--- src/rtl/saf_pkg.sv ---
package saf_pkg;
  localparam int ENT_NUM     = 16;
  localparam int ENT_IDX_W   = $clog2(ENT_NUM);
  localparam int ADDR_W      = 48;
  localparam int WORD_W      = 32;
  localparam int LEN_W       = 12;
  localparam int PARTS       = 3;
  localparam int SLOT_BYTES  = 12;
  localparam int SETUP_BYTES = ENT_NUM * SLOT_BYTES;

  typedef struct packed {
    logic                 stageWr;
    logic [ENT_IDX_W-1:0] stageEnt;
    logic [1:0]           stagePart;
    logic                 commit;
    logic                 evalEn;
  } ctrlStrobes_t;
endpackage

--- src/rtl/saf_ctrl.sv ---
module saf_ctrl
  import saf_pkg::*;
(
  input  logic                 clk,
  input  logic                 rstN,
  input  logic                 setupWrEn,
  input  logic                 setupLoad,
  input  logic [LEN_W-1:0]     setupLen,
  input  logic                 addrValid,
  output logic                 setupDone,
  output ctrlStrobes_t         strb
);
  logic [ENT_IDX_W-1:0] entCnt;
  logic [1:0]           partCnt;
  logic                 full;

  always_ff @(posedge clk) begin
    if (!rstN) begin
      entCnt  <= '0;
      partCnt <= '0;
      full    <= 1'b0;
    end else if (setupLoad) begin
      entCnt  <= '0;
      partCnt <= '0;
      full    <= 1'b0;
    end else if (setupWrEn && !full) begin
      if (partCnt == 2'(PARTS - 1)) begin
        partCnt <= '0;
        if (entCnt == ENT_IDX_W'(ENT_NUM - 1)) full <= 1'b1;
        else entCnt <= entCnt + 1'b1;
      end else begin
        partCnt <= partCnt + 1'b1;
      end
    end
  end

  always_ff @(posedge clk) begin
    if (!rstN) setupDone <= 1'b0;
    else       setupDone <= setupLoad;
  end

  always_comb begin
    strb.stageWr   = setupWrEn && !full && !setupLoad;
    strb.stageEnt  = entCnt;
    strb.stagePart = partCnt;
    strb.commit    = setupLoad && (setupLen == LEN_W'(SETUP_BYTES));
    strb.evalEn    = addrValid;
  end
endmodule

--- src/rtl/saf_datapath.sv ---
module saf_datapath
  import saf_pkg::*;
(
  input  logic              clk,
  input  logic              rstN,
  input  ctrlStrobes_t      strb,
  input  logic [WORD_W-1:0] setupWord,
  input  logic [ADDR_W-1:0] dstAddr,
  input  logic              modePromisc,
  input  logic              modeRxAll,
  input  logic              modePassMcast,
  input  logic              modeInvert,
  output logic              resultValid,
  output logic              accept,
  output logic              filtFail,
  output logic              mcastHit
);
  logic [ADDR_W-1:0] stageAddr [ENT_NUM];
  logic [ADDR_W-1:0] tblAddr   [ENT_NUM];
  logic [ENT_NUM-1:0] hitVec;
  logic [15:0] lowHalf;

  assign lowHalf = setupWord[15:0];

  genvar g;
  generate
    for (g = 0; g < ENT_NUM; g++) begin : gEntry
      always_ff @(posedge clk) begin
        if (!rstN) begin
          stageAddr[g] <= '0;
        end else if (strb.stageWr && strb.stageEnt == ENT_IDX_W'(g)) begin
          case (strb.stagePart)
            2'd0:    stageAddr[g][47:32] <= {lowHalf[7:0], lowHalf[15:8]};
            2'd1:    stageAddr[g][31:16] <= {lowHalf[7:0], lowHalf[15:8]};
            default: stageAddr[g][15:0]  <= {lowHalf[7:0], lowHalf[15:8]};
          endcase
        end
      end

      always_ff @(posedge clk) begin
        if (!rstN)            tblAddr[g] <= '0;
        else if (strb.commit) tblAddr[g] <= stageAddr[g];
      end

      assign hitVec[g] = (tblAddr[g] == dstAddr);
    end
  endgenerate

  logic isBcast, isGroup, anyHit;
  logic nxtAcc, nxtFf, nxtMf;

  assign isBcast = &dstAddr;
  assign isGroup = dstAddr[40];
  assign anyHit  = |hitVec;

  always_comb begin
    nxtAcc = 1'b0;
    nxtFf  = 1'b0;
    nxtMf  = 1'b0;
    if (isBcast) begin
      nxtAcc = 1'b1;
    end else if (modePromisc || modeRxAll) begin
      nxtAcc = 1'b1;
      nxtFf  = 1'b1;
    end else if (modePassMcast && isGroup) begin
      nxtAcc = 1'b1;
      nxtMf  = 1'b1;
    end else begin
      nxtAcc = anyHit ^ modeInvert;
    end
  end

  always_ff @(posedge clk) begin
    if (!rstN) begin
      resultValid <= 1'b0;
      accept      <= 1'b0;
      filtFail    <= 1'b0;
      mcastHit    <= 1'b0;
    end else begin
      resultValid <= strb.evalEn;
      accept      <= strb.evalEn && nxtAcc;
      filtFail    <= strb.evalEn && nxtFf;
      mcastHit    <= strb.evalEn && nxtMf;
    end
  end
endmodule

--- src/rtl/stn_addr_filter.sv ---
module stn_addr_filter
  import saf_pkg::*;
(
  input  logic        clk,
  input  logic        rstN,
  input  logic        setupWrEn,
  input  logic [31:0] setupWord,
  input  logic        setupLoad,
  input  logic [11:0] setupLen,
  output logic        setupDone,
  input  logic        addrValid,
  input  logic [47:0] dstAddr,
  input  logic        modePromisc,
  input  logic        modeRxAll,
  input  logic        modePassMcast,
  input  logic        modeInvert,
  output logic        resultValid,
  output logic        accept,
  output logic        filtFail,
  output logic        mcastHit
);
  ctrlStrobes_t strb;

  saf_ctrl uCtrl (
    .clk       (clk),
    .rstN      (rstN),
    .setupWrEn (setupWrEn),
    .setupLoad (setupLoad),
    .setupLen  (setupLen),
    .addrValid (addrValid),
    .setupDone (setupDone),
    .strb      (strb)
  );

  saf_datapath uDp (
    .clk           (clk),
    .rstN          (rstN),
    .strb          (strb),
    .setupWord     (setupWord),
    .dstAddr       (dstAddr),
    .modePromisc   (modePromisc),
    .modeRxAll     (modeRxAll),
    .modePassMcast (modePassMcast),
    .modeInvert    (modeInvert),
    .resultValid   (resultValid),
    .accept        (accept),
    .filtFail      (filtFail),
    .mcastHit      (mcastHit)
  );
endmodule

--- config.mk ---
export PLATFORM = sky130hd
export DESIGN_NAME = stn_addr_filter
export DESIGN_NICKNAME = d
export VERILOG_FILES = /design/src/rtl/saf_pkg.sv /design/src/rtl/saf_ctrl.sv /design/src/rtl/saf_datapath.sv /design/src/rtl/stn_addr_filter.sv
export SDC_FILE = /design/constraint.sdc
export NUM_CORES = 2
export LEC_CHECK = 0
export BUFFER_PORTS_ARGS = -buffer_cell sky130_fd_sc_hd__buf_2
export CELL_PAD_IN_SITES_DETAIL_PLACEMENT = 1
export CELL_PAD_IN_SITES_GLOBAL_PLACEMENT = 2
export CORE_MARGIN = 1
export CORE_UTILIZATION = 46
export DETAILED_ROUTE_END_ITERATION = 16
export GPL_TIMING_DRIVEN = 0
export PLACE_DENSITY_LB_ADDON = 0.08
export SLEW_MARGIN = 20
export SYNTH_ARGS = -nofsm -noshare
export SYNTH_HDL_FRONTEND = slang
export SYNTH_HIERARCHICAL = 1
export SYNTH_SLANG_ARGS = --single-unit
--- constraint.sdc ---
create_clock -name clk -period 30.6 [get_ports clk]
set_clock_uncertainty 0.05 [all_clocks]
set_input_delay 6.12 -clock clk [delete_from_list [all_inputs] [get_ports clk]]
set_output_delay 6.12 -clock clk [all_outputs]
set_load 0.01 [all_outputs]
After elaboration in Yosys (flattened, before gate mapping)
Memory sizes are Yosys's and may differ from the RTL's.
Cells that the tools add are included.
- bits in registers: 12
- memory bits (writable): 1536
- bits of input ports: 101
- output and inout bits: 5
- memories: 2
- add/subtract/negate cells: 2
- equality and inequality tests: 34
- mux-type cells: 224
- bitwise operators: 67
- reduce and logical (&&, ||, !) cells: 34
- memory list (name ; depth ; bits a word ; rd ports ; clocked after memory_dff ; wr ports ; RTL line ; RTL):
    uDp.stageAddr ; 16 ; 48 ; 16 ; 0 ; 16 ; saf_datapath.sv:18 ; logic [ADDR_W-1:0] stageAddr [ENT_NUM];
    uDp.tblAddr ; 16 ; 48 ; 16 ; 0 ; 16 ; saf_datapath.sv:19 ; logic [ADDR_W-1:0] tblAddr [ENT_NUM];
- operators by type and width (kind ; count):
    48-bit equality test ; 16
    16-bit two-way mux ; 48
    48-bit two-way mux ; 16
    1-bit two-way mux ; 159
    1-bit bitwise OR ; 64
    48-bit AND reduction ; 1
    4-bit equality test (second input constant) ; 8
    1-bit logical AND ; 23
    4-bit by 3-bit equality test with 1-bit output (second input constant) ; 4
    16-bit OR reduction ; 1
    12-bit by 8-bit equality test with 1-bit output (second input constant) ; 1
    4-bit by 2-bit equality test with 1-bit output (second input constant) ; 2
    3-bit AND reduction ; 2
    4-bit by 1-bit adder with 4-bit output (second input constant) ; 1
    4-bit by 1-bit equality test with 1-bit output (second input constant) ; 1
    4-bit zero test ; 1
    2-bit OR reduction ; 2
    2-bit by 1-bit adder with 2-bit output (second input constant) ; 1
    2-bit by 1-bit equality test with 1-bit output (second input constant) ; 1
    2-bit equality test (second input constant) ; 1
    1-bit zero test ; 2
    2-bit zero test ; 1
    2-bit two-way mux ; 1
    1-bit inverter ; 2
    2 further kinds ; 2

Longest topological paths before layout
- depth after elaboration: 8
- gate-level depth with buffers: 10
- gate-level depth less buffers: 8

Cells and area by module
The synthesis kept the hierarchy.
- modules (own cells, without submodules) (module ; times used ; cells an instance ; area an instance (µm²) ; sequential area each (µm²)):
    saf_datapath ; 1 ; 4665 ; 67174.4 ; 46204.3
    saf_ctrl ; 1 ; 44 ; 412.9 ; 160.2

Least setup slack after synthesis
Ideal clock, no wire load.
- path kind: input to register
- from: input setupLen[1]
- to: memory uDp.tblAddr[0][0], enable pin
- setup time: 1.281 ns
- data arrival time: 25.624 ns
- required time: 29.269 ns
- setup slack: 3.645 ns
- stages on the path: 4
- buffers on the path: 1
- cell sequence: or4b_1 > nor4_2 > clkbuf_1 > nand2b_1
- RTL lines (what ; RTL line ; RTL):
    start: declaration ; stn_addr_filter.sv:9 ; input logic [11:0] setupLen,
    end: declaration ; saf_datapath.sv:19 ;

==> out/results.md <==
* 0% — FFs w/ async S/R, synth
* 20.35 ns — Setup Slack @ Placement
* 5071 — Final nets
* 68.2% — area share of the leading cell type in the synthesized netlist
* 0 — grt ovf
* 37.6 um — wire length per cell
* 0.82 ns — worst skew pair latency
* edfxtp_1 — most common cell in the synthesized netlist
* 61.1 nW/um^2 — Cell Pwr Density
* register — sort of element at the end of the critical path
* 5 — Pre-Repair DR Iteration Count
* 351000 um — global-route wire length before repair
* 14128 — fill cell count
* 0 — number of endpoints failing setup at the final stage
* 0 ns — final sum of negative setup slack
* buf_2 > or4b_1 > nor4_2 > clkbuf_2 > nand2b_4 > buf_12 > buf_16 > buf_16 > buf_12 — critical path, cell by cell
* 9.50 ns — Final min period
* 42872 — total via count after detailed routing
* 1536 — Post-synth EDFFs
* 57 — pin count of the biggest net entering global routing
* 21.10 ns — final critical-path setup slack
* 0 — CTS Hold Bufs
* 0 — post-CTS setup-driven buffer insertion count
* 14.4 sq um — synthesized area per cell
* 385 um — die height
* 0 — total count of max-transition violations in the final report
* 31.0% — period utilization
* nand2b_4 — cell with the largest stage delay on the worst path
* 13.2% — Area growth syn-to-layout
* 9 — Stages on worst setup path
* 106 — number of primary I/O pins
* buffers and inverters — category of cells accounting for the largest share of critical-path delay
* 0.889 — final weighted congestion in routability-driven placement
* done — CTS tree
* 46.4% — initial core utilization
* 67600 sq um — Mapped Area
* 385 um — Die X
* 1548 — register bit count reported by yosys
* 15.1% — worst max-slew margin expressed relative to the limit
* no — RSZ-0062 raised after global routing
* 26.39 ns — reg-to-reg setup timing slack
* 170000 um — sum of net half-perimeters after detailed placement
* 0.0537 mV — peak ir drop on the vdd network
* uCtrl/full — Min-Delay Startpoint
* uDp/tblAddr[1][140] — endpoint of the worst setup timing path
* 9.66% — layout cell share with drive strength beyond 1
* 265000 um — post-detailed-routing wire length
* 4709 — synthesized instance count
* 165 — TritonCTS buffer count
* 7 — R2R depth
* edfxtp_1 (68%), xor2_1 (9.9%), and3_1 (7.1%) — main area contributors after synthesis
* input pin — startpoint type of the worst setup path
* uCtrl/partCnt[1] — Worst R2R Start
* 5784 — Starting DRT DRC Count
* clkbuf_16 — clock tree root driver cell
* input pin to register — CP Class
* 24 — count of port buffers added during placement
* edfxtp_1 — Primary FF master, synth
* 9.95 ns — worst endpoint data arrival time
* 0.06 ns — Clk pin slew, worst setup/hold paths
* 35.6% — global-route usage over all layers
* 4 — level count of the clock H-tree
* 0.74 ns — Crit path largest cell delay
* 52.5% — share of the core filled with cells
* 1.27 ns — transition time of the tightest slew-check pin
* 0 — number of routed nets with antenna violations
* 6 — synthesis warning total
* 68.6% — sequential-to-total area share from yosys stat
* 0 — max-capacitance violation count
* register to register — Worst Hold Class
* 31.0 nW — leakage component of the power
* 0 — drt drc
* 105 MHz — maximum achievable frequency
* 4811 — Post-Synthesis Net Count
* 0.485 ns — final hold slack
* 29 — initial antenna violation count
* 0 — final hold violation count
* 3 — worst-case clock buffer depth
* 41 — number of unique standard cell types used by synthesis
* finished clean — run status
* 6 — Buf/Inv on CP
* 41269 — vias in the first global route
* 0 — post-cts repair resize count
* setupLoad — source of the critical timing path
* 6.10 — per-cell via count in the routed design
* 49 — peak fanout along the critical path
* 31.05 ns — CP Data Required Time
* edfxtp_1 (1536), and3_1 (770), and2_1 (769) — leading cell types by count after synthesis
* uDp/stageAddr[1][315] — endpoint of the worst-slack reg-to-reg timing path
* 1548 — CTS sink count
* 148000 sq um — die area
* 140 — number of placement rows
* 146000 sq um — placeable core region
* edfxtp_1 — most area-hungry cell type in the Yosys netlist
==> tightest hold or removal path, delay by kind of cell, from the launching register on <==
family	cells	cell delay (ns)
compound gates	1	0.06
simple gates	1	0.07
flops	1	0.38
==> cell usage in the layout, fill, tap and decap left out, types with 58 or more instances in the layout <==
cell type	instances
nor4_1	198
buf_6	118
clkbuf_1	325
and3_1	770
nor2_1	58
clkbuf_16	170
and2_1	769
edfxtp_1	1536
nand4_1	61
xor2_1	767
==> power breakdown <==
| part | internal [W] | switching, W | total, W |
|---|---|---|---|
| combinational | 0.0000724 | 0.000257 | 0.000329 |
| clock | 0.00107 | 0.000844 | 0.00191 |
| sequential | 0.00240 | 0.0000280 | 0.00243 |
==> flip-flops by register name (all words and copies together) (netlist names) <==
name / cells
uDp/stageAddr: 768
uDp/tblAddr: 768
uCtrl/entCnt: 4
uCtrl/partCnt: 2
uCtrl/full: 1
uCtrl/setupDone: 1
uDp/accept: 1
uDp/filtFail: 1
uDp/mcastHit: 1
uDp/resultValid: 1
==> layer usage <==
layer	vias up	wire length [um]	GRT usage, %
met1	22446	102000	47.2
met2	2344	121000	55.5
met3	592	25700	6.91
met5	-	47	0
met4	6	15900	19.0
li1	17484	-	-
==> logic make-up (layout without fill, tap and decap cells) <==
| group | after synthesis | in the layout | share of synthesized area [%] |
|---|---|---|---|
| AND/OR/NAND/NOR | 1921 | 1921 | 17.6 |
| AO/OA/AOI/OAI | 59 | 59 | 0.454 |
| other | 0 | 13 | 0 |
| adder cells (fa/ha/maj) | 1 | 1 | 0.0185 |
| XOR/XNOR | 769 | 769 | 9.98 |
| buffers and inverters | 410 | 802 | 3.38 |
| multiplexers | 1 | 1 | 0.0148 |
| flip-flops | 1548 | 1548 | 68.6 |
==> worst min-delay path by stage <==
| stage | end | slack, ns | cells past startpoint |
|---|---|---|---|
| final | uCtrl/full | 0.49 | 2 |
| after detailed placement | uCtrl/full | 0.48 | 2 |
| after floorplan | uCtrl/full | 0.43 | 2 |
| after CTS | uCtrl/full | 0.49 | 2 |
| after global routing | uDp/tblAddr[0][68] | 0.51 | 1 |
| after global placement | uCtrl/full | 0.45 | 2 |
==> area by class of cell <==
| class | instances | area, sq um | area share, % |
|---|---|---|---|
| clock inverter | 75 | 543 | 0.710 |
| inverter | 2 | 7.51 | 0.00981 |
| buffer | 408 | 2320 | 3.03 |
| tap | 1917 | 2400 | 3.13 |
| multi-input combinational | 2751 | 19100 | 25.0 |
| timing repair buffer | 93 | 1250 | 1.63 |
| sequential | 1548 | 46400 | 60.6 |
| antenna | 13 | 32.5 | 0.0425 |
| clock buffer | 224 | 4470 | 5.84 |
==> through the flow <==
step                area (sq um)  total power (W)  instances
CTS                        76500          0.00468       7017
detailed placement         71500          0.00279       6718
floorplan                  67600          0.00265       4709
finish                     76500          0.00467       7031
global route               76500          0.00476       7018
global placement           70100          0.00284       6650
No activity file was read; power rests on OpenSTA's default activity.
